## config.mk

```make
export PLATFORM = sky130hd
export DESIGN_NAME = atomic_xchg
export DESIGN_NICKNAME = d
export VERILOG_FILES = /design/src/rtl/xchg_pkg.sv /design/src/rtl/xchg_ctrl.sv /design/src/rtl/xchg_addr.sv /design/src/rtl/xchg_result.sv /design/src/rtl/atomic_xchg.sv
export SDC_FILE = /design/constraint.sdc
export NUM_CORES = 1
export LEC_CHECK = 0
export CELL_PAD_IN_SITES_DETAIL_PLACEMENT = 0
export CELL_PAD_IN_SITES_GLOBAL_PLACEMENT = 1
export CORE_ASPECT_RATIO = 2
export CORE_MARGIN = 4
export CORE_UTILIZATION = 45
export DETAILED_ROUTE_END_ITERATION = 8
export DONT_BUFFER_PORTS = 1
export HOLD_SLACK_MARGIN = 0.08
export PLACE_DENSITY = 0.85
export RECOVER_POWER = 25
export SYNTH_ARGS = -nofsm -noshare
export SYNTH_HDL_FRONTEND = slang
export SYNTH_SLANG_ARGS = --single-unit
```

## constraint.sdc

```tcl
create_clock -name clk -period 2.05 [get_ports clk]
set_input_delay 0.1025 -clock clk [delete_from_list [all_inputs] [get_ports clk]]
set_output_delay 0.1025 -clock clk [all_outputs]
set_load 0.01 [all_outputs]
```

## src/rtl/xchg_pkg.sv

```systemverilog
// Package: xchg_pkg
// Shared types for the atomic exchange unit. The state order follows
// the bus sequence: pointer low, pointer high, add, read, write, done.
package xchg_pkg;

    // Sequencer states, in execution order
    typedef enum logic [2:0] {
        ST_IDLE = 3'd0,
        ST_PLO  = 3'd1,
        ST_PHI  = 3'd2,
        ST_ADD  = 3'd3,
        ST_RD   = 3'd4,
        ST_WR   = 3'd5,
        ST_DONE = 3'd6
    } xchg_state_e;

endpackage

```

## src/rtl/xchg_ctrl.sv

```systemverilog
// Module: xchg_ctrl
// Sequencer for the exchange. It accepts start only in idle and steps
// through six fixed states, one per clock. It decodes the capture
// strobes for the datapath and the lock, busy and done outputs.
// Assumes: memory read data is valid in the cycle after the read.
module xchg_ctrl
    import xchg_pkg::*;
(
    input  logic        clk,
    input  logic        rst_n,
    input  logic        start,
    output xchg_state_e state,
    output logic        accept,
    output logic        cap_lo,
    output logic        cap_hi,
    output logic        cap_old,
    output logic        busy,
    output logic        lock,
    output logic        done
);

    xchg_state_e state_q;
    xchg_state_e state_d;

    // Next-state selection: a fixed walk once started
    always_comb begin
        state_d = state_q;
        unique case (state_q)
            ST_IDLE: if (start) state_d = ST_PLO;
            ST_PLO:  state_d = ST_PHI;
            ST_PHI:  state_d = ST_ADD;
            ST_ADD:  state_d = ST_RD;
            ST_RD:   state_d = ST_WR;
            ST_WR:   state_d = ST_DONE;
            ST_DONE: state_d = ST_IDLE;
            default: state_d = ST_IDLE;
        endcase
    end

    // State register with synchronous active-low reset
    always_ff @(posedge clk) begin
        if (!rst_n) state_q <= ST_IDLE;
        else        state_q <= state_d;
    end

    // Strobe and status decode from the current state
    always_comb begin
        accept  = (state_q == ST_IDLE) && start;
        cap_lo  = (state_q == ST_PHI);   // low pointer byte on rdata
        cap_hi  = (state_q == ST_ADD);   // high pointer byte on rdata
        cap_old = (state_q == ST_WR);    // old memory byte on rdata
        busy    = (state_q != ST_IDLE);
        lock    = (state_q == ST_RD) || (state_q == ST_WR);
        done    = (state_q == ST_DONE);
    end

    assign state = state_q;

endmodule

```

## src/rtl/xchg_addr.sv

```systemverilog
// Module: xchg_addr
// Address datapath. It latches the zero-page location and the index
// when a start is accepted, and collects the two pointer bytes from
// the read bus. It forms the effective address with a full-width add,
// so a carry from the low byte moves into the high byte.
// Assumes: cap_lo and cap_hi arrive in consecutive cycles.
module xchg_addr #(
    parameter int DATA_W = 8
) (
    input  logic                  clk,
    input  logic                  rst_n,
    input  logic                  accept,
    input  logic                  cap_lo,
    input  logic                  cap_hi,
    input  logic [DATA_W-1:0]     zp_in,
    input  logic [DATA_W-1:0]     idx_in,
    input  logic [DATA_W-1:0]     rdata,
    output logic [DATA_W-1:0]     zp_lo_loc,
    output logic [DATA_W-1:0]     zp_hi_loc,
    output logic [2*DATA_W-1:0]   eff_addr
);

    localparam int ADDR_W = 2 * DATA_W;

    logic [DATA_W-1:0] zp_q;
    logic [DATA_W-1:0] idx_q;
    logic [DATA_W-1:0] ptr_lo_q;
    logic [ADDR_W-1:0] ea_q;
    logic [ADDR_W-1:0] ptr_full;
    logic [ADDR_W-1:0] ea_sum;

    // Operand capture at acceptance; later changes are not seen
    always_ff @(posedge clk) begin
        if (!rst_n) begin
            zp_q  <= '0;
            idx_q <= '0;
        end else if (accept) begin
            zp_q  <= zp_in;
            idx_q <= idx_in;
        end
    end

    // Low pointer byte capture
    always_ff @(posedge clk) begin
        if (!rst_n)      ptr_lo_q <= '0;
        else if (cap_lo) ptr_lo_q <= rdata;
    end

    // Full-width sum: pointer plus zero-extended index
    always_comb begin
        ptr_full = {rdata, ptr_lo_q};
        ea_sum   = ptr_full + ADDR_W'(idx_q);
    end

    // Effective address register, loaded while the high byte is on the bus
    always_ff @(posedge clk) begin
        if (!rst_n)      ea_q <= '0;
        else if (cap_hi) ea_q <= ea_sum;
    end

    // Pointer locations inside page zero; the high one wraps in-page
    assign zp_lo_loc = zp_q;
    assign zp_hi_loc = zp_q + DATA_W'(1);
    assign eff_addr  = ea_q;

endmodule

```

## src/rtl/xchg_result.sv

```systemverilog
// Module: xchg_result
// Data path for the exchanged value. It holds the accumulator value
// taken at acceptance as write data, and captures the old memory byte
// with its zero and negative flags.
// Assumes: cap_old is high in the cycle the old byte is on rdata.
module xchg_result #(
    parameter int DATA_W = 8
) (
    input  logic              clk,
    input  logic              rst_n,
    input  logic              accept,
    input  logic              cap_old,
    input  logic [DATA_W-1:0] acc_in,
    input  logic [DATA_W-1:0] rdata,
    output logic [DATA_W-1:0] wdata,
    output logic [DATA_W-1:0] acc_out,
    output logic              flag_z,
    output logic              flag_n
);

    logic [DATA_W-1:0] wr_q;
    logic [DATA_W-1:0] old_q;
    logic              z_q;
    logic              n_q;

    // Store value capture at acceptance
    always_ff @(posedge clk) begin
        if (!rst_n)      wr_q <= '0;
        else if (accept) wr_q <= acc_in;
    end

    // Old byte and flag capture, held until the next exchange
    always_ff @(posedge clk) begin
        if (!rst_n) begin
            old_q <= '0;
            z_q   <= 1'b0;
            n_q   <= 1'b0;
        end else if (cap_old) begin
            old_q <= rdata;
            z_q   <= (rdata == '0);
            n_q   <= rdata[DATA_W-1];
        end
    end

    assign wdata   = wr_q;
    assign acc_out = old_q;
    assign flag_z  = z_q;
    assign flag_n  = n_q;

endmodule

```

## src/rtl/atomic_xchg.sv

```systemverilog
// Module: atomic_xchg
// Top level of the atomic exchange unit. It joins the sequencer and the
// two datapaths, and drives the bus address and strobes from the
// sequencer state. The fixed order is: read pointer low, read pointer
// high, add, locked read, locked write, done.
// Assumes: a synchronous bus whose read data returns one cycle late.
module atomic_xchg
    import xchg_pkg::*;
#(
    parameter int DATA_W = 8
) (
    input  logic                  clk,
    input  logic                  rst_n,
    input  logic                  start,
    input  logic [DATA_W-1:0]     zp_ptr,
    input  logic [DATA_W-1:0]     idx_y,
    input  logic [DATA_W-1:0]     acc_in,
    output logic                  busy,
    output logic                  done,
    output logic                  lock,
    output logic [DATA_W-1:0]     acc_out,
    output logic                  flag_z,
    output logic                  flag_n,
    output logic [2*DATA_W-1:0]   mem_addr,
    output logic                  mem_rd,
    output logic                  mem_wr,
    output logic [DATA_W-1:0]     mem_wdata,
    input  logic [DATA_W-1:0]     mem_rdata
);

    localparam int ADDR_W = 2 * DATA_W;

    xchg_state_e       state;
    logic              accept;
    logic              cap_lo;
    logic              cap_hi;
    logic              cap_old;
    logic [DATA_W-1:0] zp_lo_loc;
    logic [DATA_W-1:0] zp_hi_loc;
    logic [ADDR_W-1:0] eff_addr;

    xchg_ctrl i_ctrl (
        .clk     (clk),
        .rst_n   (rst_n),
        .start   (start),
        .state   (state),
        .accept  (accept),
        .cap_lo  (cap_lo),
        .cap_hi  (cap_hi),
        .cap_old (cap_old),
        .busy    (busy),
        .lock    (lock),
        .done    (done)
    );

    xchg_addr #(.DATA_W(DATA_W)) i_addr (
        .clk       (clk),
        .rst_n     (rst_n),
        .accept    (accept),
        .cap_lo    (cap_lo),
        .cap_hi    (cap_hi),
        .zp_in     (zp_ptr),
        .idx_in    (idx_y),
        .rdata     (mem_rdata),
        .zp_lo_loc (zp_lo_loc),
        .zp_hi_loc (zp_hi_loc),
        .eff_addr  (eff_addr)
    );

    xchg_result #(.DATA_W(DATA_W)) i_result (
        .clk     (clk),
        .rst_n   (rst_n),
        .accept  (accept),
        .cap_old (cap_old),
        .acc_in  (acc_in),
        .rdata   (mem_rdata),
        .wdata   (mem_wdata),
        .acc_out (acc_out),
        .flag_z  (flag_z),
        .flag_n  (flag_n)
    );

    // Bus address and strobe decode per sequencer state
    always_comb begin
        mem_addr = '0;
        mem_rd   = 1'b0;
        mem_wr   = 1'b0;
        unique case (state)
            ST_PLO: begin
                mem_addr = {{DATA_W{1'b0}}, zp_lo_loc};
                mem_rd   = 1'b1;
            end
            ST_PHI: begin
                mem_addr = {{DATA_W{1'b0}}, zp_hi_loc};
                mem_rd   = 1'b1;
            end
            ST_RD: begin
                mem_addr = eff_addr;
                mem_rd   = 1'b1;
            end
            ST_WR: begin
                mem_addr = eff_addr;
                mem_wr   = 1'b1;
            end
            default: begin
                mem_addr = '0;
            end
        endcase
    end

endmodule

```

### After elaboration in Yosys (flattened, before gate mapping)

Cells that the tools add are included.

* register bits after elaboration: 61
* bits of input ports: 35
* output and inout bits: 39
* logic and storage cells: 30

* $add $sub $neg: 2
* equal/unequal tests: 7
* mux-type cells: 5
* reduce and logical (&&, ||, !) cells: 7

Operators by type and width (number)
* 16-bit case mux with 3 select lines: 1
* 3-bit case mux with 6 select lines: 1
* 16-bit by 8-bit adder with 16-bit output: 1
* 3-bit == test (second input constant): 3
* 8-bit by 1-bit adder with 8-bit output (second input constant): 1
* 8-bit zero test: 1
* 3-bit by 2-bit == test with 1-bit output (second input constant): 2
* 3-bit by 1-bit == test with 1-bit output (second input constant): 1
* 3-bit zero test: 1
* 3-bit two-way mux: 1
* 3-bit nonzero test: 1
* 3-bit OR reduction: 1
* 1-bit two-way mux: 2
* 2-bit inequality test (second input constant): 1
* 2-bit OR reduction: 1
* 1-bit logical AND: 1
* 1-bit logical OR: 1

### Depth between registers and ports, before layout

Gate-level depths: netlist of the first run.

* word-level depth: 3
* mapped depth: 7
* mapped depth without buffers: 7

### Hierarchy

Synthesis of the first run repeated with hierarchy kept, for this count alone.

* cells, all modules: 322
* area, all modules: 3163.0 sq um

Modules (own cells, without submodules)
* xchg_addr: times used 1, cells an instance 214, area an instance 2038.2 sq um, seq. area each 800.8 sq um
* xchg_result: times used 1, cells an instance 57, area an instance 665.6 sq um, seq. area each 340.3 sq um
* atomic_xchg: times used 1, cells an instance 34, area an instance 297.8 sq um, seq. area each 0.0 sq um
* xchg_ctrl: times used 1, cells an instance 17, area an instance 161.4 sq um, seq. area each 60.1 sq um

### Least setup slack after synthesis of the first run

Ideal clock, no wire load.

* path type: flip-flop to flip-flop
* start point: register i_addr.ptr_lo_q[4]
* end point: register i_addr.ea_q[11], in the netlist i_addr.eff_addr[11]
* setup time: 0.120 ns
* arrival: 1.757 ns
* data required time: 1.930 ns
* path slack: 0.173 ns
* stages on the path, launching flop included: 7
* buffers on the path: 0
* period minus slack after synthesis: 1.877 ns
* cells stage by stage: dfxtp_1 -> ha_1 -> a21o_1 -> a31oi_2 -> a211oi_1 -> or4_1 -> nor3b_1

* cells in the longest elaborated chain, start to end: 1

RTL lines
* from (decl): line xchg_addr.sv:27 `logic [DATA_W-1:0] ptr_lo_q;`
* from (signal assigned): line xchg_addr.sv:46 `else if (cap_lo) ptr_lo_q <= rdata;`
* 16-bit by 8-bit adder with 16-bit output: line xchg_addr.sv:52 `ea_sum = ptr_full + ADDR_W'(idx_q);`
* to (signal assigned): line xchg_addr.sv:58 `else if (cap_hi) ea_q <= ea_sum;`
* to (decl): line xchg_addr.sv:28 `logic [ADDR_W-1:0] ea_q;`

Every way passes these cells.
A chain may end at the register's enable or synchronous reset.

### Worst setup path in the final report of the first run

* start point: register i_addr.idx_q[4]
* end point: register i_addr.ea_q[15], in the netlist i_addr.eff_addr[15]

* cells in the longest elaborated chain, start to end: 1

RTL lines
* from (decl): line xchg_addr.sv:26 `logic [DATA_W-1:0] idx_q;`
* from (signal assigned): line xchg_addr.sv:39 `idx_q <= idx_in;`
* 16-bit by 8-bit adder with 16-bit output: line xchg_addr.sv:52

Every way passes these cells.

==> results of run 1 <==
layout by cell type, fill, tap and decap left out, types with 3 or more instances in the layout:
master / instances
a211oi_1: 3
a21o_1: 6
a21oi_1: 55
a22oi_1: 5
and2_1: 11
and3_1: 3
buf_4: 16
clkbuf_16: 9
clkinv_2: 3
dfxtp_1: 60
dlygate4sd3_1: 34
ha_1: 8
inv_1: 3
nand2_1: 98
nand3_1: 6
nand4_1: 3
nor2_1: 15
nor2b_1: 3
nor3_1: 9
nor4_1: 4
o21ai_0: 23
o22ai_1: 6
xnor2_1: 7
registers in the layout (all words and copies together) (netlist names):
name	cells
i_result.wdata	8
i_addr.ptr_lo_q	8
i_result.flag_n	1
i_addr.idx_q	8
i_ctrl.state	3
i_result.flag_z	1
i_addr.zp_lo_loc	8
i_addr.eff_addr	16
i_result.acc_out	7
logic make-up after synthesis:
| logic type | after synthesis | share of synthesized area, % |
|---|---|---|
| AOI/OAI and AO/OA | 120 | 24.0 |
| xor gates and xnor gates | 7 | 2.03 |
| adders and majority gates | 10 | 4.39 |
| buffers and inverters | 34 | 4.68 |
| DFF | 60 | 39.7 |
| muxes | 1 | 0.331 |
| and+or+nand+nor | 167 | 24.9 |
power by group through the flow:
stage | registers, mW | clock network [mW] | logic (mW)
after floorplan | 1.28 | 0 | 0.257
after global placement | 1.30 | 0 | 0.315
after detailed placement | 1.30 | 0 | 0.322
after CTS | 1.28 | 1.62 | 0.393
after global routing | 1.29 | 1.67 | 0.443
final | 1.28 | 1.58 | 0.394
routing by layer:
metal  GRT usage (%)  vias to the layer above  wire length, µm
met4            15.3                        0              478
li1                -                     1462                -
met1            23.0                     1343             3120
met2            42.0                       71             4830
met3            5.05                       26              356
met5               0                        -                0
worst max-delay path by stage:
stage / from / slack, ps / depth (start not counted) / to
finish: i_addr.idx_q[4] / 90 / 7 / i_addr.eff_addr[15]
floorplan: i_addr.ptr_lo_q[4] / 170 / 6 / i_addr.eff_addr[11]
global placement: i_addr.ptr_lo_q[0] / 120 / 8 / i_addr.eff_addr[14]
CTS: i_ctrl.state[1] / 30 / 5 / mem_wr
detailed placement: i_addr.ptr_lo_q[0] / 60 / 8 / i_addr.eff_addr[14]
global route: i_addr.ptr_lo_q[1] / -20 / 6 / i_addr.eff_addr[15]
Yosys cell counts, types with 4 or more instances:
cell type,instances,area (µm²)
dfxtp_1,60,1200
ha_1,9,113
a21o_1,6,45.0
xnor2_1,7,61.3
o22ai_1,7,43.8
nor2_1,15,56.3
a21oi_1,55,275
nor2b_1,4,25.0
nor3_1,9,45.0
nand2_1,99,372
buf_2,6,30.0
clkbuf_1,20,75.1
o21ai_0,24,120
nor4_1,4,25.0
and2_1,11,68.8
nand3_1,6,30.0
a22oi_1,5,37.5
final cells by class:
type / count / share of cell area, %
sequential: 60 / 31.5
timing repair buffer: 50 / 12.1
multi-input combinational: 305 / 44.6
clock inverter: 5 / 1.97
inverter: 5 / 0.591
clock buffer: 11 / 6.37
tap: 88 / 2.89
metrics by stage:
| stage | utilization [%] | cells | setup TNS (ps) | worst slack, ps |
|---|---|---|---|---|
| global placement | 47.6 | 473 | 0 | 124 |
| global route | 58.0 | 524 | -15.8 | -15.8 |
| detailed placement | 47.6 | 473 | 0 | 62.0 |
| finish | 58.0 | 524 | 0 | 85.3 |
| CTS | 57.6 | 523 | 0 | 28.4 |
| floorplan | - | 399 | 0 | 173 |
worst min-delay path: cells and delay by family:
| kind | cells | cell delay (ps) |
|---|---|---|
| compound gates | 1 | 60 |
| xor+xnor | 1 | 130 |
| simple gates | 2 | 90 |
what timing repair did:
| action | in CTS | in global routing |
|---|---|---|
| setup endpoints to repair | 3 | 10 |
| endpoints found under the hold margin | 51 | 0 |
| buffers inserted | 0 | 1 |
| hold buffers | 34 | 0 |
| gates resized for setup | 1 | 7 |
| pin swaps | 0 | 2 |
==> results_dict.tcl, run 1 <==
set metrics [dict create \
    tightest_slew_ps 383 \
    hpwl_mm 6.09 \
    power_density_nw_per_um2 853 \
    die_w_um 66.0 \
    syn_to_final_growth_pct 26.1 \
    crit_family "compound AO/OA/AOI/OAI gates" \
    cts_buffer_depth 2 \
    maxCapViolations 0 \
    die_area_um2 8180 \
    numPortBuffers 0 \
    final-seq-area_um2 1200 \
    diodes 0 \
    crit_required_ps 2300 \
    finalMaxSlewViolations 0 \
    period_share_pct 95.8 \
    whs_ps 109 \
    p_int_mw 2.48 \
    initial_core_util_pct 46.0 \
    peakVddDrop_v 0.000961 \
    io_pins 74 \
    cts_root_buf "clkbuf_16" \
    ys.flop_type "dfxtp_1" \
    fin_area_um2 3810 \
    ys_warn_count 0 \
    async_reset_ff_share_pct 0 \
    cts_tree "yes" \
    path_clk_slew_ps 50 \
    synth_area_per_cell_um2 7.58 \
    path_max_fanout 5 \
    holdPathEnd "i_addr.eff_addr[10]" \
    multi_input_area_um2 1700 \
    die_height_um 124 \
    r2r-start "i_addr.idx_q[4]" \
    period_needed_ps 1960 \
    whs_path_depth 4 \
    clkPwrFrac_pct 48.6 \
    leakage_nw 1.45 \
    syn_inst 399 \
    synth_seq_area_share_pct 39.7 \
    synth_edf_count 0 \
    drt_iter0_drc 166 \
    route.vias.total 2902 \
    worst-r2r-setup-slack_ps 90 \
    clock_latency_ps 320 \
    cp_cell_sequence "ha_2 -> a21o_1 -> a31oi_2 -> buf_4 -> a21o_1 -> a2111o_1 -> a31oi_1" \
    arrival_ps 2210 \
    hold_class "primary input to flop" \
    max_stage_delay_ps 400 \
    fmax_mhz 509 \
    cpMostUsedCell "a21o_1" \
    critPathKind "flop to flop" \
    ys_ff_latch 60 \
    wl_mm 8.79 \
    comb_power_share_pct 12.1 \
    hold_violations 0 \
    cts_buffers 9 \
    h-tree-depth 3 \
    synth_cell_types 49 \
    grt_overflow_total 0 \
    swShare_pct 23.8 \
    postPlaceCellArea_um2 3120 \
    finalNetCount 476 \
    worst_r2r_path_depth 7 \
    fin_worst_skew_ps 5.68 \
    relSlewSlack_pct 74.5 \
    syn_nets 444 \
    drc_errors 0 \
    pwr-share-seq_pct 39.3 \
    gp_congestion 0.866 \
    grt_max_degree 33 \
    netSwitchingPower_mw 0.775 \
    n_fill_cell 653 \
    setup_viol 0 \
    endpoint_kind "flop" \
    grt_pass1_vias 2811 \
    critPathSlowestCell "a2111o_1" \
    antenna_found_initial 0 \
    power.total_mw 3.25 \
    firstDrtPassIters 4 \
    crit_buf_inv 1 \
    r2r_end "i_addr.eff_addr[15]" \
    drtAntennaViolNets 0 \
    core_um2 6570 \
    run_status "finished clean" \
    startpoint_type "flop" \
    clkSinkCount 60 \
    min_from "mem_rdata[0]" \
    grtUsageTotal_pct 23.2 \
    syn_area_um2 3020 \
    rows 42 \
    viasPerCell 5.54 \
    drive_gt1_share_pct 9.63 \
    grt_pass1_wl_mm 14.1 \
    wire_per_inst_um 16.8 \
]
No activity file was read; power rests on OpenSTA's default activity.
==> run 2: changes to the inputs <==
--- a/config.mk
+++ b/config.mk
@@ -15,6 +15,7 @@
 export HOLD_SLACK_MARGIN = 0.08
 export PLACE_DENSITY = 0.85
 export RECOVER_POWER = 25
+export SETUP_SLACK_MARGIN = 0.5
 export SYNTH_ARGS = -nofsm -noshare
 export SYNTH_HDL_FRONTEND = slang
 export SYNTH_SLANG_ARGS = --single-unit
==> run 2 against run 1 <==
  * The flow now finishes with violations (negative hold slack)
  * Worst hold slack got worse by 200 ps
  * Sequential cell count did not move
  * Largest cell class unchanged
  * Clock-buffer cell count fell by 1
  * Clock power rose by 8%
==> results_dict.tcl, run 2 (synthesized netlist as in run 1, its figures left out) <==
set metrics [dict create \
    wire_per_inst_um 18.4 \
    largest_reg_flops 16 \
    dp_slack_ps 58.8 \
    startpoint "i_addr.idx_q[0]" \
    power.total_mw 3.60 \
    route.vias.total 3234 \
    arrival_ps 2170 \
    wl_mm 10.3 \
    grt_overflow_total 0 \
    drtAntennaViolNets 0 \
    final_core_util_pct 71.4 \
    hold_class "primary input to flop" \
    cts_root_buf "clkbuf_16" \
    viasPerCell 5.76 \
    endpoint_kind "flop" \
    firstDrtPassIters 6 \
    grtUsageTotal_pct 23.6 \
    period_needed_ps 1910 \
    whs_ps -87.9 \
    postCtsHoldBufs 34 \
    path_max_fanout 5 \
    max_stage_delay_ps 350 \
    cts_buffer_depth 2 \
    fin_ws_ps 136 \
    io_pins 74 \
    setup_viol 0 \
    rows 42 \
    tightest_slew_ps 745 \
    hold_violations 4 \
    maxCapViolations 0 \
    critPathSlowestCell "fa_2" \
    final_cell_mix "nand2_1, a21oi_1, dfxtp_1" \
    r2r-start "i_addr.idx_q[0]" \
    critPathKind "flop to flop" \
    power_density_nw_per_um2 768 \
    crit_buf_inv 1 \
    h-tree-depth 3 \
    diodes 0 \
    fin_worst_skew_ps 5.88 \
    n_fill_cell 494 \
    drive_gt1_share_pct 33.8 \
    numPortBuffers 0 \
    hpwl_mm 6.03 \
    finalMaxSlewViolations 0 \
    finalNetCount 514 \
    period_share_pct 93.4 \
    crit_family "compound AO/OA/AOI/OAI gates" \
    die_w_um 66.0 \
    violations "negative hold slack" \
    leakage_nw 1.77 \
    layout_commonest_cell "nand2_1" \
    initial_core_util_pct 46.0 \
    startpoint_type "flop" \
    cp_cell_sequence "ha_4 -> fa_2 -> a21o_1 -> a221oi_4 -> buf_6 -> nor3_2 -> nand3b_1 -> a21oi_1" \
    die_height_um 124 \
    syn_to_final_growth_pct 55.2 \
    drc_errors 0 \
    grt_max_degree 23 \
    die_area_um2 8180 \
    cts_buffers 9 \
    placed_cells 475 \
    peakVddDrop_v 0.000595 \
    min_from "mem_rdata[6]" \
    grt_pass1_wl_mm 14.5 \
    antenna_found_initial 0 \
    run_status "complete, but fails checks" \
    core_um2 6570 \
    path_clk_slew_ps 50 \
    gp_congestion 0.876 \
    fin_cells 561 \
    clkSinkCount 60 \
    rsz0062_at_grt "true" \
    drt_iter0_drc 151 \
    fmax_mhz 523 \
    grt_pass1_vias 3070 \
    clock_latency_ps 330 \
    worst-r2r-setup-slack_ps 140 \
    relSlewSlack_pct 50.3 \
    crit_required_ps 2310 \
    cts_tree "yes" \
    setup_tns_ps 0 \
]
[run 2: cell type report]
cell class,instances,area [µm²],area share [%]
inverter,5,27.5,0.587
multi-input combinational,306,2170,46.2
tap,88,110,2.35
clock inverter,5,100,2.13
clock buffer,10,239,5.09
timing repair buffer,87,812,17.3
sequential,60,1230,26.3
[run 2: power by group]
group,switching (mW),internal [mW]
Sequential,0.0619,1.23
Clock,0.498,1.21
Combinational,0.321,0.287
[run 2: per-layer routing]
layer | vias up | GRT usage, % | wire length [µm]
met5 | - | 0 | 0
li1 | 1547 | - | -
met3 | 39 | 5.51 | 536
met2 | 111 | 41.9 | 5790
met4 | 0 | 16.2 | 453
met1 | 1537 | 23.6 | 3540
[run 2: final timing paths]
check,endpoint,cells past startpoint
worst max-delay path,i_addr.eff_addr[8],8
worst min-delay path,i_result.acc_out[6],2
worst max register to register,i_addr.eff_addr[8],8
worst min register to register,i_addr.eff_addr[3],2
[run 2: through the flow]
| stage | instance area, µm² | hold WS, ps |
|---|---|---|
| 2_1_floorplan | 3160 | 231 |
| 3_5_place_dp | 3270 | 225 |
| 4_1_cts | 4350 | -99.3 |
| 5_1_grt | 4690 | -81.7 |
| 6_report | 4690 | -87.9 |
| 3_3_place_gp | 3270 | 226 |
[run 2: timing repair]
| action | in CTS | in global routing |
|---|---|---|
| endpoints found under the hold margin | 56 | 4 |
| endpoints found under the setup margin | 60 | 49 |
| buffers inserted | 22 | 12 |
| resized for setup | 67 | 72 |
| cloned | 1 | 2 |
| pin swaps | 28 | 35 |
